<file path="src/rtl/spi_mem_pkg.sv">
package spi_mem_pkg;

    localparam int MEM_ADDR_W = 18;
    localparam int ADDR_FIELD_BITS = 24;
    localparam int DUMMY_BITS = 8;
    localparam int ID_BYTES = 4;
    localparam logic [31:0] DEV_ID_WORD = 32'h047F_480A;

    localparam logic [7:0] OPC_WEN_SET = 8'h06;
    localparam logic [7:0] OPC_WEN_CLR = 8'h04;
    localparam logic [7:0] OPC_STAT_RD = 8'h05;
    localparam logic [7:0] OPC_STAT_WR = 8'h01;
    localparam logic [7:0] OPC_RD      = 8'h03;
    localparam logic [7:0] OPC_RD_FAST = 8'h0B;
    localparam logic [7:0] OPC_WR      = 8'h02;
    localparam logic [7:0] OPC_ID_RD   = 8'h9F;

    typedef enum logic [3:0] {
        CS_OPCODE,
        CS_ADDR,
        CS_DUMMY,
        CS_RDATA,
        CS_WDATA,
        CS_STAT_OUT,
        CS_STAT_IN,
        CS_ID_OUT,
        CS_FINISHED,
        CS_IGNORE
    } ctl_state_t;

    typedef enum logic [1:0] {
        TX_NONE,
        TX_MEM,
        TX_STAT,
        TX_ID
    } tx_src_t;

    typedef struct packed {
        logic active;
        logic rise;
        logic fall;
        logic mosi;
    } pin_evt_t;

    function automatic logic [7:0] id_byte(input logic [1:0] idx);
        return DEV_ID_WORD[31 - 8 * int'(idx) -: 8];
    endfunction

    function automatic logic [7:0] pack_status(input logic [5:0] hi, input logic wen);
        return {hi, wen, 1'b0};
    endfunction

endpackage

</file>
<file path="src/rtl/spi_pin_front.sv">
module spi_pin_front
    import spi_mem_pkg::*;
#(
    parameter int SYNC_STAGES = 2
) (
    input  logic     clk,
    input  logic     rst,
    input  logic     csn_raw,
    input  logic     sck_raw,
    input  logic     mosi_raw,
    output pin_evt_t evt
);

    localparam logic [2:0] IDLE_PINS = 3'b100;

    logic [SYNC_STAGES-1:0][2:0] stage_q;
    logic [2:0] pins_s;
    logic       sck_prev;

    always_ff @(posedge clk) begin
        if (rst) begin
            stage_q  <= {SYNC_STAGES{IDLE_PINS}};
            sck_prev <= 1'b0;
        end else begin
            stage_q[0] <= {csn_raw, sck_raw, mosi_raw};
            for (int i = 1; i < SYNC_STAGES; i++) begin
                stage_q[i] <= stage_q[i-1];
            end
            sck_prev <= pins_s[1];
        end
    end

    assign pins_s     = stage_q[SYNC_STAGES-1];
    assign evt.active = ~pins_s[2];
    assign evt.rise   = ~pins_s[2] &  pins_s[1] & ~sck_prev;
    assign evt.fall   = ~pins_s[2] & ~pins_s[1] &  sck_prev;
    assign evt.mosi   = pins_s[0];


    edge_excl_chk: assert property (@(posedge clk) disable iff (rst)
        !(evt.rise && evt.fall));

endmodule

</file>
<file path="src/rtl/spi_cmd_ctrl.sv">
module spi_cmd_ctrl
    import spi_mem_pkg::*;
#(
    parameter int ADDR_W     = MEM_ADDR_W,
    parameter int ADDR_BITS  = ADDR_FIELD_BITS,
    parameter int DUMMY_CLKS = DUMMY_BITS
) (
    input  logic              clk,
    input  logic              rst,
    input  pin_evt_t          evt,
    input  logic              wr_permit,
    input  logic              fetch_next,
    output logic              mem_req,
    output logic              mem_we,
    output logic [ADDR_W-1:0] mem_addr,
    output logic [7:0]        mem_wdata,
    output tx_src_t           tx_src,
    output logic [7:0]        stat_byte
);

    localparam int CNT_W = $clog2(ADDR_BITS);

    ctl_state_t           state;
    logic [CNT_W-1:0]     cnt;
    logic [7:0]           shreg;
    logic [ADDR_BITS-1:0] addr_sh;
    logic [ADDR_W-1:0]    addr;
    logic                 is_write;
    logic                 is_fast;
    logic                 wen;
    logic [5:0]           stat_hi;

    logic [7:0]           byte_next;
    logic [ADDR_BITS-1:0] addr_next;

    assign byte_next = {shreg[6:0], evt.mosi};
    assign addr_next = {addr_sh[ADDR_BITS-2:0], evt.mosi};
    assign stat_byte = pack_status(stat_hi, wen);

    always_comb begin
        case (state)
            CS_RDATA:    tx_src = TX_MEM;
            CS_STAT_OUT: tx_src = TX_STAT;
            CS_ID_OUT:   tx_src = TX_ID;
            default:     tx_src = TX_NONE;
        endcase
    end

    always_ff @(posedge clk) begin
        if (rst) begin
            state     <= CS_OPCODE;
            cnt       <= '0;
            shreg     <= '0;
            addr_sh   <= '0;
            addr      <= '0;
            is_write  <= 1'b0;
            is_fast   <= 1'b0;
            wen       <= 1'b0;
            stat_hi   <= '0;
            mem_req   <= 1'b0;
            mem_we    <= 1'b0;
            mem_addr  <= '0;
            mem_wdata <= '0;
        end else begin
            mem_req <= 1'b0;
            mem_we  <= 1'b0;
            if (!evt.active) begin
                state <= CS_OPCODE;
                cnt   <= '0;
            end else begin
                if (evt.rise) begin
                    case (state)
                        CS_OPCODE: begin
                            shreg <= byte_next;
                            cnt   <= cnt + 1'b1;
                            if (cnt == CNT_W'(7)) begin
                                cnt      <= '0;
                                is_write <= 1'b0;
                                is_fast  <= 1'b0;
                                case (byte_next)
                                    OPC_WEN_SET: begin wen <= 1'b1; state <= CS_FINISHED; end
                                    OPC_WEN_CLR: begin wen <= 1'b0; state <= CS_FINISHED; end
                                    OPC_STAT_RD: state <= CS_STAT_OUT;
                                    OPC_STAT_WR: state <= CS_STAT_IN;
                                    OPC_RD:      state <= CS_ADDR;
                                    OPC_RD_FAST: begin is_fast <= 1'b1; state <= CS_ADDR; end
                                    OPC_WR:      begin is_write <= 1'b1; state <= CS_ADDR; end
                                    OPC_ID_RD:   state <= CS_ID_OUT;
                                    default:     state <= CS_IGNORE;
                                endcase
                            end
                        end
                        CS_ADDR: begin
                            addr_sh <= addr_next;
                            cnt     <= cnt + 1'b1;
                            if (cnt == CNT_W'(ADDR_BITS - 1)) begin
                                cnt  <= '0;
                                addr <= addr_next[ADDR_W-1:0];
                                if (is_write) begin
                                    state <= CS_WDATA;
                                end else if (is_fast) begin
                                    state <= CS_DUMMY;
                                end else begin
                                    state    <= CS_RDATA;
                                    mem_req  <= 1'b1;
                                    mem_addr <= addr_next[ADDR_W-1:0];
                                end
                            end
                        end
                        CS_DUMMY: begin
                            cnt <= cnt + 1'b1;
                            if (cnt == CNT_W'(DUMMY_CLKS - 1)) begin
                                cnt      <= '0;
                                state    <= CS_RDATA;
                                mem_req  <= 1'b1;
                                mem_addr <= addr;
                            end
                        end
                        CS_WDATA: begin
                            shreg <= byte_next;
                            cnt   <= cnt + 1'b1;
                            if (cnt == CNT_W'(7)) begin
                                cnt  <= '0;
                                addr <= addr + 1'b1;
                                if (wen && wr_permit) begin
                                    mem_req   <= 1'b1;
                                    mem_we    <= 1'b1;
                                    mem_addr  <= addr;
                                    mem_wdata <= byte_next;
                                end
                            end
                        end
                        CS_STAT_IN: begin
                            shreg <= byte_next;
                            cnt   <= cnt + 1'b1;
                            if (cnt == CNT_W'(7)) begin
                                cnt   <= '0;
                                state <= CS_FINISHED;
                                if (wen && wr_permit) begin
                                    stat_hi <= byte_next[7:2];
                                end
                            end
                        end
                        default: ;
                    endcase
                end
                if (fetch_next && state == CS_RDATA) begin
                    addr     <= addr + 1'b1;
                    mem_req  <= 1'b1;
                    mem_addr <= addr + 1'b1;
                end
            end
        end
    end


    wr_gate_chk: assert property (@(posedge clk) disable iff (rst)
        (mem_req && mem_we) |-> (wen && $past(wr_permit)));


    rd_incr_chk: assert property (@(posedge clk) disable iff (rst)
        (evt.active && fetch_next && state == CS_RDATA) |=>
            (mem_req && !mem_we && mem_addr == $past(addr) + 1'b1));


    ignore_quiet_chk: assert property (@(posedge clk) disable iff (rst)
        (state == CS_IGNORE) |-> !mem_req);


    stat_gate_chk: assert property (@(posedge clk) disable iff (rst)
        !$stable(stat_hi) |-> $past(wen && wr_permit));

endmodule

</file>
<file path="src/rtl/spi_tx_shift.sv">
module spi_tx_shift
    import spi_mem_pkg::*;
#(
    parameter int N_ID_BYTES = ID_BYTES
) (
    input  logic     clk,
    input  logic     rst,
    input  pin_evt_t evt,
    input  tx_src_t  tx_src,
    input  logic [7:0] mem_rdata,
    input  logic [7:0] stat_byte,
    output logic     miso,
    output logic     miso_oe,
    output logic     fetch_next
);

    localparam int IDX_W = $clog2(N_ID_BYTES + 1);

    logic [7:0]       sr;
    logic [2:0]       bcnt;
    logic [IDX_W-1:0] id_idx;
    logic [7:0]       load_byte;
    logic             id_spent;

    always_comb begin
        case (tx_src)
            TX_MEM:  load_byte = mem_rdata;
            TX_STAT: load_byte = stat_byte;
            TX_ID:   load_byte = id_byte(id_idx[1:0]);
            default: load_byte = 8'h00;
        endcase
    end

    assign id_spent = (tx_src == TX_ID) && (id_idx == IDX_W'(N_ID_BYTES)) && (bcnt == 3'd0);

    always_ff @(posedge clk) begin
        if (rst) begin
            sr         <= '1;
            bcnt       <= '0;
            id_idx     <= '0;
            miso       <= 1'b0;
            miso_oe    <= 1'b0;
            fetch_next <= 1'b0;
        end else begin
            fetch_next <= 1'b0;
            if (!evt.active) begin
                miso_oe <= 1'b0;
                bcnt    <= '0;
                id_idx  <= '0;
            end else if (evt.fall && tx_src != TX_NONE) begin
                miso_oe <= 1'b1;
                if (id_spent) begin
                    miso <= miso;
                end else if (bcnt == 3'd0) begin
                    miso <= load_byte[7];
                    sr   <= {load_byte[6:0], 1'b1};
                    bcnt <= 3'd1;
                    if (tx_src == TX_MEM) fetch_next <= 1'b1;
                    if (tx_src == TX_ID)  id_idx <= id_idx + 1'b1;
                end else begin
                    miso <= sr[7];
                    sr   <= {sr[6:0], 1'b1};
                    bcnt <= bcnt + 1'b1;
                end
            end
        end
    end


    oe_off_chk: assert property (@(posedge clk) disable iff (rst)
        !evt.active |=> !miso_oe);


    oe_on_fall_chk: assert property (@(posedge clk) disable iff (rst)
        $rose(miso_oe) |-> $past(evt.fall));


    id_hold_chk: assert property (@(posedge clk) disable iff (rst)
        (evt.active && evt.fall && id_spent) |=> $stable(miso));

endmodule

</file>
<file path="src/rtl/spi_mem_engine.sv">
module spi_mem_engine
    import spi_mem_pkg::*;
#(
    parameter int ADDR_W      = MEM_ADDR_W,
    parameter int SYNC_STAGES = 2
) (
    input  logic              clk,
    input  logic              rst,
    input  logic              spi_csn,
    input  logic              spi_sck,
    input  logic              spi_mosi,
    output logic              spi_miso,
    output logic              spi_miso_oe,
    output logic              mem_req,
    output logic              mem_we,
    output logic [ADDR_W-1:0] mem_addr,
    output logic [7:0]        mem_wdata,
    input  logic [7:0]        mem_rdata,
    input  logic              wr_permit
);

    pin_evt_t   evt;
    tx_src_t    tx_src;
    logic [7:0] stat_byte;
    logic       fetch_next;

    spi_pin_front #(.SYNC_STAGES(SYNC_STAGES)) u_front (
        .clk      (clk),
        .rst      (rst),
        .csn_raw  (spi_csn),
        .sck_raw  (spi_sck),
        .mosi_raw (spi_mosi),
        .evt      (evt)
    );

    spi_cmd_ctrl #(
        .ADDR_W     (ADDR_W),
        .ADDR_BITS  (ADDR_FIELD_BITS),
        .DUMMY_CLKS (DUMMY_BITS)
    ) u_ctrl (
        .clk        (clk),
        .rst        (rst),
        .evt        (evt),
        .wr_permit  (wr_permit),
        .fetch_next (fetch_next),
        .mem_req    (mem_req),
        .mem_we     (mem_we),
        .mem_addr   (mem_addr),
        .mem_wdata  (mem_wdata),
        .tx_src     (tx_src),
        .stat_byte  (stat_byte)
    );

    spi_tx_shift #(.N_ID_BYTES(ID_BYTES)) u_tx (
        .clk        (clk),
        .rst        (rst),
        .evt        (evt),
        .tx_src     (tx_src),
        .mem_rdata  (mem_rdata),
        .stat_byte  (stat_byte),
        .miso       (spi_miso),
        .miso_oe    (spi_miso_oe),
        .fetch_next (fetch_next)
    );


    rst_quiet_chk: assert property (@(posedge clk)
        $past(rst) |-> (!spi_miso_oe && !mem_req));

endmodule

</file>
<file path="config.mk">
export PLATFORM = sky130hd
export DESIGN_NAME = spi_mem_engine
export DESIGN_NICKNAME = d
export VERILOG_FILES = /design/src/rtl/spi_mem_pkg.sv /design/src/rtl/spi_pin_front.sv /design/src/rtl/spi_cmd_ctrl.sv /design/src/rtl/spi_tx_shift.sv /design/src/rtl/spi_mem_engine.sv
export SDC_FILE = /design/constraint.sdc
export NUM_CORES = 1
export LEC_CHECK = 0
export ABC_CLOCK_PERIOD_IN_PS = 2100
export CAP_MARGIN = 0
export CORE_MARGIN = 5
export CORE_UTILIZATION = 58
export DETAILED_ROUTE_END_ITERATION = 8
export DONT_BUFFER_PORTS = 1
export PLACE_DENSITY = 0.76
export SYNTH_ARGS = -nofsm -noshare
export SYNTH_HDL_FRONTEND = slang
export SYNTH_SLANG_ARGS = --single-unit
export TNS_END_PERCENT = 100
</file>
<file path="constraint.sdc">
create_clock -name clk -period 2.1 [get_ports clk]
set_input_delay 0.42 -clock clk [delete_from_list [all_inputs] [get_ports clk]]
set_output_delay 0.42 -clock clk [all_outputs]
set_load 0.02 [all_outputs]
</file>
==> key figures, run 1 <==
Clock network
  – Num CTS Buffers: 9
  – Clk Latency, worst-skew pair: 0.41 ns
  – TritonCTS clock tree: yes
  – Cts hold-fix bufs: 0
  – CTS root buf: clkbuf_8
  – # clock sinks: 111
  – Maximum clock insertion buffer count: 2
  – # H-tree levels: 3
  – Worst-path clk slew: 0.11 ns

Power
  – Worst vdd ir: 0.000496 V
  – Leakage power: 2.55 nW
  – Total power: 3.73 mW
  – PD cells: 548 nW/um^2

Status
  – Outcome: finished with violations
  – Failing checks: setup timing

Synth
  – Most common flop cell mapped by yosys: dfxtp_1
  – Post-synthesis sequential area ratio: 0.388
  – Post-Syn Area: 5720 sq um
  – Synthesized area per cell: 8.03 sq um
  – FF+latch count, synth: 111
  – Syn Inst Count: 712
  – Post-synth ARST share: 0
  – Post-synthesis cell type count: 64
  – EDFF count, synth: 0
  – Syn_nets: 733
  – Yosys Warn Count: 0

Floorplanning
  – Die H: 109 microns
  – Core box area: 9680 sq um
  – Starting Density: 0.591
  – I/O pin total: 44
  – DIE WIDTH: 109 microns
  – # rows: 36
  – Die Footprint: 11900 sq um

Hold path
  – Worst min-delay path category: in -> reg

Flow run
  – Max-cap violation count: 0

STA
  – Worst hold-check slack: 0.0775 ns
  – Worst Tran Pin Value: 0.540 ns
  – Setup violators final: 5
  – RSZ-0062 raised after global routing: true
  – Final Critical Period: 2.14 ns
  – TNS Setup: -0.144 ns
  – Final Skew: 0.0132 ns
  – F_max: 466 MHz
  – Slew Limit Fails: 0
  – Period Utilization, post-route: 1.02
  – Final worst slack: -0.0448 ns
  – Fin. Hold Viols: 0
  – Slew headroom: 0.639

Detailed routing
  – Routed len/inst: 17.8 microns
  – Wirelength, routed: 15900 microns
  – First-pass iteration count of the detailed router: 6
  – # DRC: 0
  – Routed Antenna Nets: 0
  – Via Count: 5605
  – Post-DR vias/cell: 6.28
  – DR iter-0 viols: 672

Cells and area
  – Most common cell after layout, fill and taps aside: dfxtp_1
  – # fillers: 759
  – Layout cells sized above 1: 0.200
  – Non-Filler Instances: 893
  – Final nets: 776
  – Ant. Diodes: 0
  – Area growth syn-to-layout: 18.9%
  – Commonest cells after routing, fill and taps aside: dfxtp_1 (107), nand2_1 (82), buf_4 (71), nor2_1 (69), a21oi_1 (61)
  – Final core utilization: 0.702

Setup path
  – Slowest stage cell on the critical path: or4_4
  – CP required: 2.39 ns
  – Kind of critical path: reg -> reg
  – Worst path top cell family by delay: simple AND/OR/NAND/NOR gates
  – CP Max Fanout: 8
  – CP max stage delay: 0.57 ns
  – Worst path bufs/invs: 1
  – Startpoint Class: flop
  – Cells along the critical path: or3b_4, o32a_1, or4_4, buf_6, o211ai_1, o31ai_1
  – Critical path endpoint category: flop
  – CP arrival: 2.43 ns

Global route
  – Total grt overflow: 0
  – First-pass GRT wire length: 25500 microns
  – Initial antenna violation count: 0
  – GRT Overall Usage: 0.272
  – Largest net degree at the start of global routing: 79
  – Vias in the first global route: 5020

Placement
  – Gp weighted congestion: 0.975
  – Placed cell count: 868
  – Final HPWL DP: 11100 microns
  – Port bufs: 0
## cells by family after synthesis
group,Yosys count,synth area share
xor gates and xnor gates,8,0.0122
AOI/OAI and AO/OA,200,0.230
adders and majority gates,7,0.0153
muxes,37,0.0665
buffers and inverters,71,0.0486
DFF,111,0.388
and+or+nand+nor,278,0.239
## layer usage
layer | part of all wire | GRT usage
met5 | 0 | 0
met2 | 0.45 | 0.414
met1 | 0.43 | 0.377
met4 | 0.018 | 0.0828
met3 | 0.10 | 0.0757
## report_power, final
part | switching [mW] | internal (mW)
registers | 0.00361 | 2.11
clock network | 0.761 | 0.803
logic | 0.0307 | 0.0254
## cell type report
type,instances,area [sq um],area share
multi-input cells,530,3370,0.496
clock buffers,10,128,0.0188
inverters,19,71.3,0.0105
well taps,133,166,0.0245
repair buffers,84,717,0.105
clock inverters,6,116,0.0171
flip-flops and latches,111,2230,0.328
## worst register-to-register path, stage by stage, from the launching register on
cell,delay [ns]
dfxtp_2,0.36
or3b_4,0.40
o32a_1,0.18
or4_4,0.57
buf_6,0.17
o211ai_1,0.22
o31ai_1,0.11
## flip-flops by register name, indices dropped and copies added (netlist names)
name,count
u_ctrl.addr,18
u_ctrl.mem_addr,18
u_ctrl.addr_sh,17
u_ctrl.mem_wdata,8
u_ctrl.shreg,7
u_tx.sr,7
u_ctrl.stat_hi,6
u_ctrl.cnt,5
u_ctrl.state,4
u_front.pins_s,3
u_front.stage_q,3
u_tx.bcnt,3
u_tx.id_idx,3
u_ctrl.is_fast,1
u_ctrl.is_write,1
u_ctrl.mem_req,1
u_ctrl.mem_we,1
u_ctrl.wen,1
u_front.sck_prev,1
u_tx.fetch_next,1
u_tx.miso,1
u_tx.miso_oe,1
## Yosys cell counts, types with 3 or more instances
cell type | number | share of area
nand4_1 | 11 | 0.012
a2111oi_0 | 4 | 0.0061
nand4b_1 | 3 | 0.0046
inv_1 | 19 | 0.012
a2bb2oi_1 | 4 | 0.0061
buf_2 | 6 | 0.0052
o22ai_1 | 7 | 0.0077
o31ai_1 | 4 | 0.0052
a311oi_1 | 3 | 0.0046
nor2_1 | 74 | 0.049
a32oi_1 | 3 | 0.0046
mux2_2 | 8 | 0.016
o31a_1 | 6 | 0.0092
ha_1 | 7 | 0.015
nand2_1 | 83 | 0.054
xor2_1 | 4 | 0.0061
a21o_1 | 7 | 0.0092
a22oi_1 | 7 | 0.0092
nor3_1 | 17 | 0.015
a22o_1 | 7 | 0.011
clkbuf_1 | 44 | 0.029
o32ai_1 | 5 | 0.0077
and3_1 | 10 | 0.011
nor3b_1 | 3 | 0.0039
xnor2_1 | 4 | 0.0061
nor2b_1 | 10 | 0.011
o21ai_0 | 37 | 0.032
nand2b_1 | 5 | 0.0055
or3_1 | 4 | 0.0044
a21oi_1 | 61 | 0.053
o221ai_1 | 4 | 0.0061
or2_2 | 6 | 0.0066
o211ai_1 | 19 | 0.025
or4_1 | 6 | 0.0079
a31o_2 | 6 | 0.0092
nor4_1 | 6 | 0.0066
mux2i_1 | 29 | 0.051
and2_1 | 8 | 0.0087
nand3_1 | 18 | 0.016
a31oi_1 | 5 | 0.0055
dfxtp_1 | 111 | 0.39
## worst paths after layout
check,startpoint,to,slack [ns],cells after the start
hold / removal,rst,u_ctrl.addr[7]$_SDFFE_PP0P_,0.08,1
setup reg to reg,u_ctrl.state[1]$_SDFFE_PP0P_,u_ctrl.mem_addr[10]$_SDFFE_PP0P_,-0.04,6
hold reg to reg,u_front.stage_q[2]$_SDFF_PP1_,u_front.pins_s[2]$_SDFF_PP1_,0.43,1
setup / recovery,u_ctrl.state[1]$_SDFFE_PP0P_,u_ctrl.mem_addr[10]$_SDFFE_PP0P_,-0.04,6
## per-stage QoR
step           setup WS, ns  cell area [sq um]
6_report            -0.0448               6800
3_5_place_dp         -0.202               6310
3_3_place_gp         -0.114               6310
5_1_grt              -0.112               6800
2_1_floorplan        0.0160               5720
4_1_cts             -0.0735               6670
## repair_timing
| action | in CTS | in global routing |
|---|---|---|
| buffers inserted | 4 | 4 |
| pin swaps | 6 | 6 |
| endpoints found under the setup margin | 45 | 50 |
| gates resized for setup | 22 | 27 |
| gates cloned | 0 | 1 |
| hold endpoints to repair | 0 | 0 |
Note: power is estimated with default switching activity, not from simulation.
==> run 2, diff against run 1 <==
--- a/config.mk
+++ b/config.mk
@@ -12,6 +12,7 @@
 export DETAILED_ROUTE_END_ITERATION = 8
 export DONT_BUFFER_PORTS = 1
 export PLACE_DENSITY = 0.76
+export SETUP_SLACK_MARGIN = 0.2
 export SYNTH_ARGS = -nofsm -noshare
 export SYNTH_HDL_FRONTEND = slang
 export SYNTH_SLANG_ARGS = --single-unit
==> key figures, run 2 (synthesis gave the netlist of run 1 again) <==
Detailed routing
  – Post-DR vias/cell: 6.37 (was 6.28)
  – Routed len/inst: 18.5 microns (was 17.8 microns)
  – Wirelength, routed: 16300 microns (was 15900 microns)
  – Routed Antenna Nets: 0 (unchanged)
  – DR iter-0 viols: 530 (was 672)
  – First-pass iteration count of the detailed router: 6 (unchanged)
  – Via Count: 5603 (was 5605)
  – # DRC: 0 (unchanged)

Floorplanning
  – Die Footprint: 11900 sq um (unchanged)
  – # rows: 36 (unchanged)
  – I/O pin total: 44 (unchanged)
  – Starting Density: 0.591 (unchanged)
  – DIE WIDTH: 109 microns (unchanged)
  – Die H: 109 microns (unchanged)
  – Core box area: 9680 sq um (unchanged)

Setup path
  – Critical path endpoint category: flop (unchanged)
  – CP Max Fanout: 7 (was 8)
  – CP max stage delay: 0.57 ns (about the same)
  – Startpoint Class: flop (unchanged)
  – Flop-to-flop setup slack: -0.06 ns (was -0.04 ns)
  – Kind of critical path: reg -> reg (unchanged)
  – CP arrival: 2.43 ns (about the same)
  – FF-to-FF Start: u_ctrl.state[1]$_SDFFE_PP0P_ (unchanged)
  – Worst path top cell family by delay: simple AND/OR/NAND/NOR gates (unchanged)
  – R2R depth: 6 (unchanged)
  – Crit Reg-Reg Endpoint: u_ctrl.mem_addr[12]$_SDFFE_PP0P_ (was u_ctrl.mem_addr[10]$_SDFFE_PP0P_)
  – Worst path bufs/invs: 1 (unchanged)
  – Cells along the critical path: or3b_4, o32a_1, or4_4, buf_6, o211ai_1, o41ai_2 (was or3b_4, o32a_1, or4_4, buf_6, o211ai_1, o31ai_1)
  – CP required: 2.36 ns (was 2.39 ns)
  – Slowest stage cell on the critical path: or4_4 (unchanged)

Cells and area
  – Area growth syn-to-layout: 17.9% (was 18.9%)
  – Layout cells sized above 1: 0.210 (was 0.200)
  – Final Cell Area: 6740 sq um (was 6800 sq um)
  – Most common cell after layout, fill and taps aside: dfxtp_1 (unchanged)
  – Ant. Diodes: 0 (unchanged)
  – Commonest cells after routing, fill and taps aside: dfxtp_1 (105), nand2_1 (81), nor2_1 (69), buf_4 (63), a21oi_1 (58) (was dfxtp_1 (107), nand2_1 (82), buf_4 (71), nor2_1 (69), a21oi_1 (61))
  – Final nets: 764 (was 776)
  – Top Registers: u_ctrl.addr (18), u_ctrl.mem_addr (18), u_ctrl.addr_sh (17) (unchanged)

Global route
  – First-pass GRT wire length: 25600 microns (was 25500 microns)
  – Vias in the first global route: 5149 (was 5020)
  – GRT Overall Usage: 0.272 (about the same)
  – Largest net degree at the start of global routing: 79 (unchanged)
  – Initial antenna violation count: 0 (unchanged)
  – Total grt overflow: 0 (unchanged)

Hold path
  – Hold endpoint: u_ctrl.addr[11]$_SDFFE_PP0P_ (was u_ctrl.addr[7]$_SDFFE_PP0P_)
  – Worst min-delay path category: in -> reg (unchanged)
  – Cells on Worst Hold Path: 1 (unchanged)
  – Beginning of the worst hold path: rst (unchanged)

Clock network
  – Worst-path clk slew: 0.11 ns (about the same)
  – # H-tree levels: 3 (unchanged)
  – Num CTS Buffers: 9 (unchanged)
  – Cts hold-fix bufs: 0 (unchanged)
  – Clk Latency, worst-skew pair: 0.38 ns (was 0.41 ns)
  – # clock sinks: 111 (unchanged)
  – Maximum clock insertion buffer count: 2 (unchanged)
  – CTS root buf: clkbuf_8 (unchanged)
  – TritonCTS clock tree: yes (unchanged)

STA
  – Slew headroom: 0.668 (was 0.639)
  – Period Utilization, post-route: 1.03 (was 1.02)
  – Setup violators final: 7 (was 5)
  – F_max: 462 MHz (was 466 MHz)
  – Final worst slack: -0.0639 ns (was -0.0448 ns)
  – Worst Tran Pin Value: 0.498 ns (was 0.540 ns)
  – Final Skew: 0.0108 ns (was 0.0132 ns)
  – RSZ-0062 raised after global routing: true (unchanged)
  – Final Critical Period: 2.16 ns (was 2.14 ns)
  – Fin. Hold Viols: 0 (unchanged)
  – Slew Limit Fails: 0 (unchanged)

Status
  – Outcome: finished with violations (unchanged)
  – Failing checks: setup timing (unchanged)

Power
  – Leakage power: 2.46 nW (was 2.55 nW)
  – Worst vdd ir: 0.000630 V (was 0.000496 V)
  – Total power: 3.45 mW (was 3.73 mW)
  – PD cells: 512 nW/um^2 (was 548 nW/um^2)

Placement
  – Final HPWL DP: 11500 microns (was 11100 microns)
  – DP Area: 6260 sq um (was 6310 sq um)
  – Port bufs: 0 (unchanged)
  – Gp weighted congestion: 0.986 (was 0.975)

Flow run
  – Max-cap violation count: 0 (unchanged)
-- run 2: worst max path at each step --
stage                                  from                                to  slack [ns]  cells past startpoint
3_3_place_gp   u_ctrl.state[1]$_SDFFE_PP0P_   u_ctrl.mem_addr[1]$_SDFFE_PP0P_       -0.05                      5
3_5_place_dp   u_ctrl.state[1]$_SDFFE_PP0P_   u_ctrl.mem_addr[1]$_SDFFE_PP0P_       -0.09                      5
4_1_cts        u_ctrl.state[1]$_SDFFE_PP0P_   u_ctrl.mem_addr[3]$_SDFFE_PP0P_       0.006                      5
6_report       u_ctrl.state[1]$_SDFFE_PP0P_  u_ctrl.mem_addr[12]$_SDFFE_PP0P_       -0.06                      6
2_1_floorplan    u_ctrl.cnt[1]$_SDFFE_PP0P_   u_ctrl.mem_addr[1]$_SDFFE_PP0P_        0.12                      7
5_1_grt        u_ctrl.state[1]$_SDFFE_PP0P_  u_ctrl.mem_addr[12]$_SDFFE_PP0P_       -0.08                      6
-- run 2: power breakdown --
part	switching, mW	internal [mW]	leakage [nW]
combinational	0.0292	0.0197	1.47
clock	0.740	0.549	0.0923
sequential	0.00500	2.11	0.899
total	0.774	2.68	2.46
-- run 2: routing by layer --
metal / up-vias / GRT usage / share of wire
met3: 40 / 0.0581 / 0.10
met1: 2662 / 0.385 / 0.43
met2: 264 / 0.413 / 0.44
met5: - / 0 / 0
li1: 2637 / - / -
met4: 0 / 0.0908 / 0.022
-- run 2: area by class of cell --
type                       count  area, sq um
clock inverter                 5         60.1
inverter                      19         71.3
clock buffer                  10          128
sequential                   111         2230
tap                          133          166
multi-input combinational    530         3480
timing repair buffer          72          601
fill                         773         2940
-- run 2: what timing repair did --
item                                    in CTS  in global routing
pin swaps                                    8                 12
buffers inserted                             4                  2
gates resized for setup                     32                 33
endpoints found under the setup margin      56                 68
cloned                                       0                  1
-- run 2: through the flow --
step / TNS (ns) / instances / setup slack (ns) / hold WS, ns / util
2_1_floorplan: 0 / 712 / 0.117 / 0.389 / -
5_1_grt: -0.605 / 880 / -0.0806 / 0.0838 / 0.696
6_report: -0.134 / 880 / -0.0639 / 0.103 / 0.696
4_1_cts: 0 / 877 / 0.00639 / 0.0925 / 0.680
3_3_place_gp: -0.0499 / 858 / -0.0499 / 0.395 / 0.646
3_5_place_dp: -0.460 / 858 / -0.0948 / 0.393 / 0.646
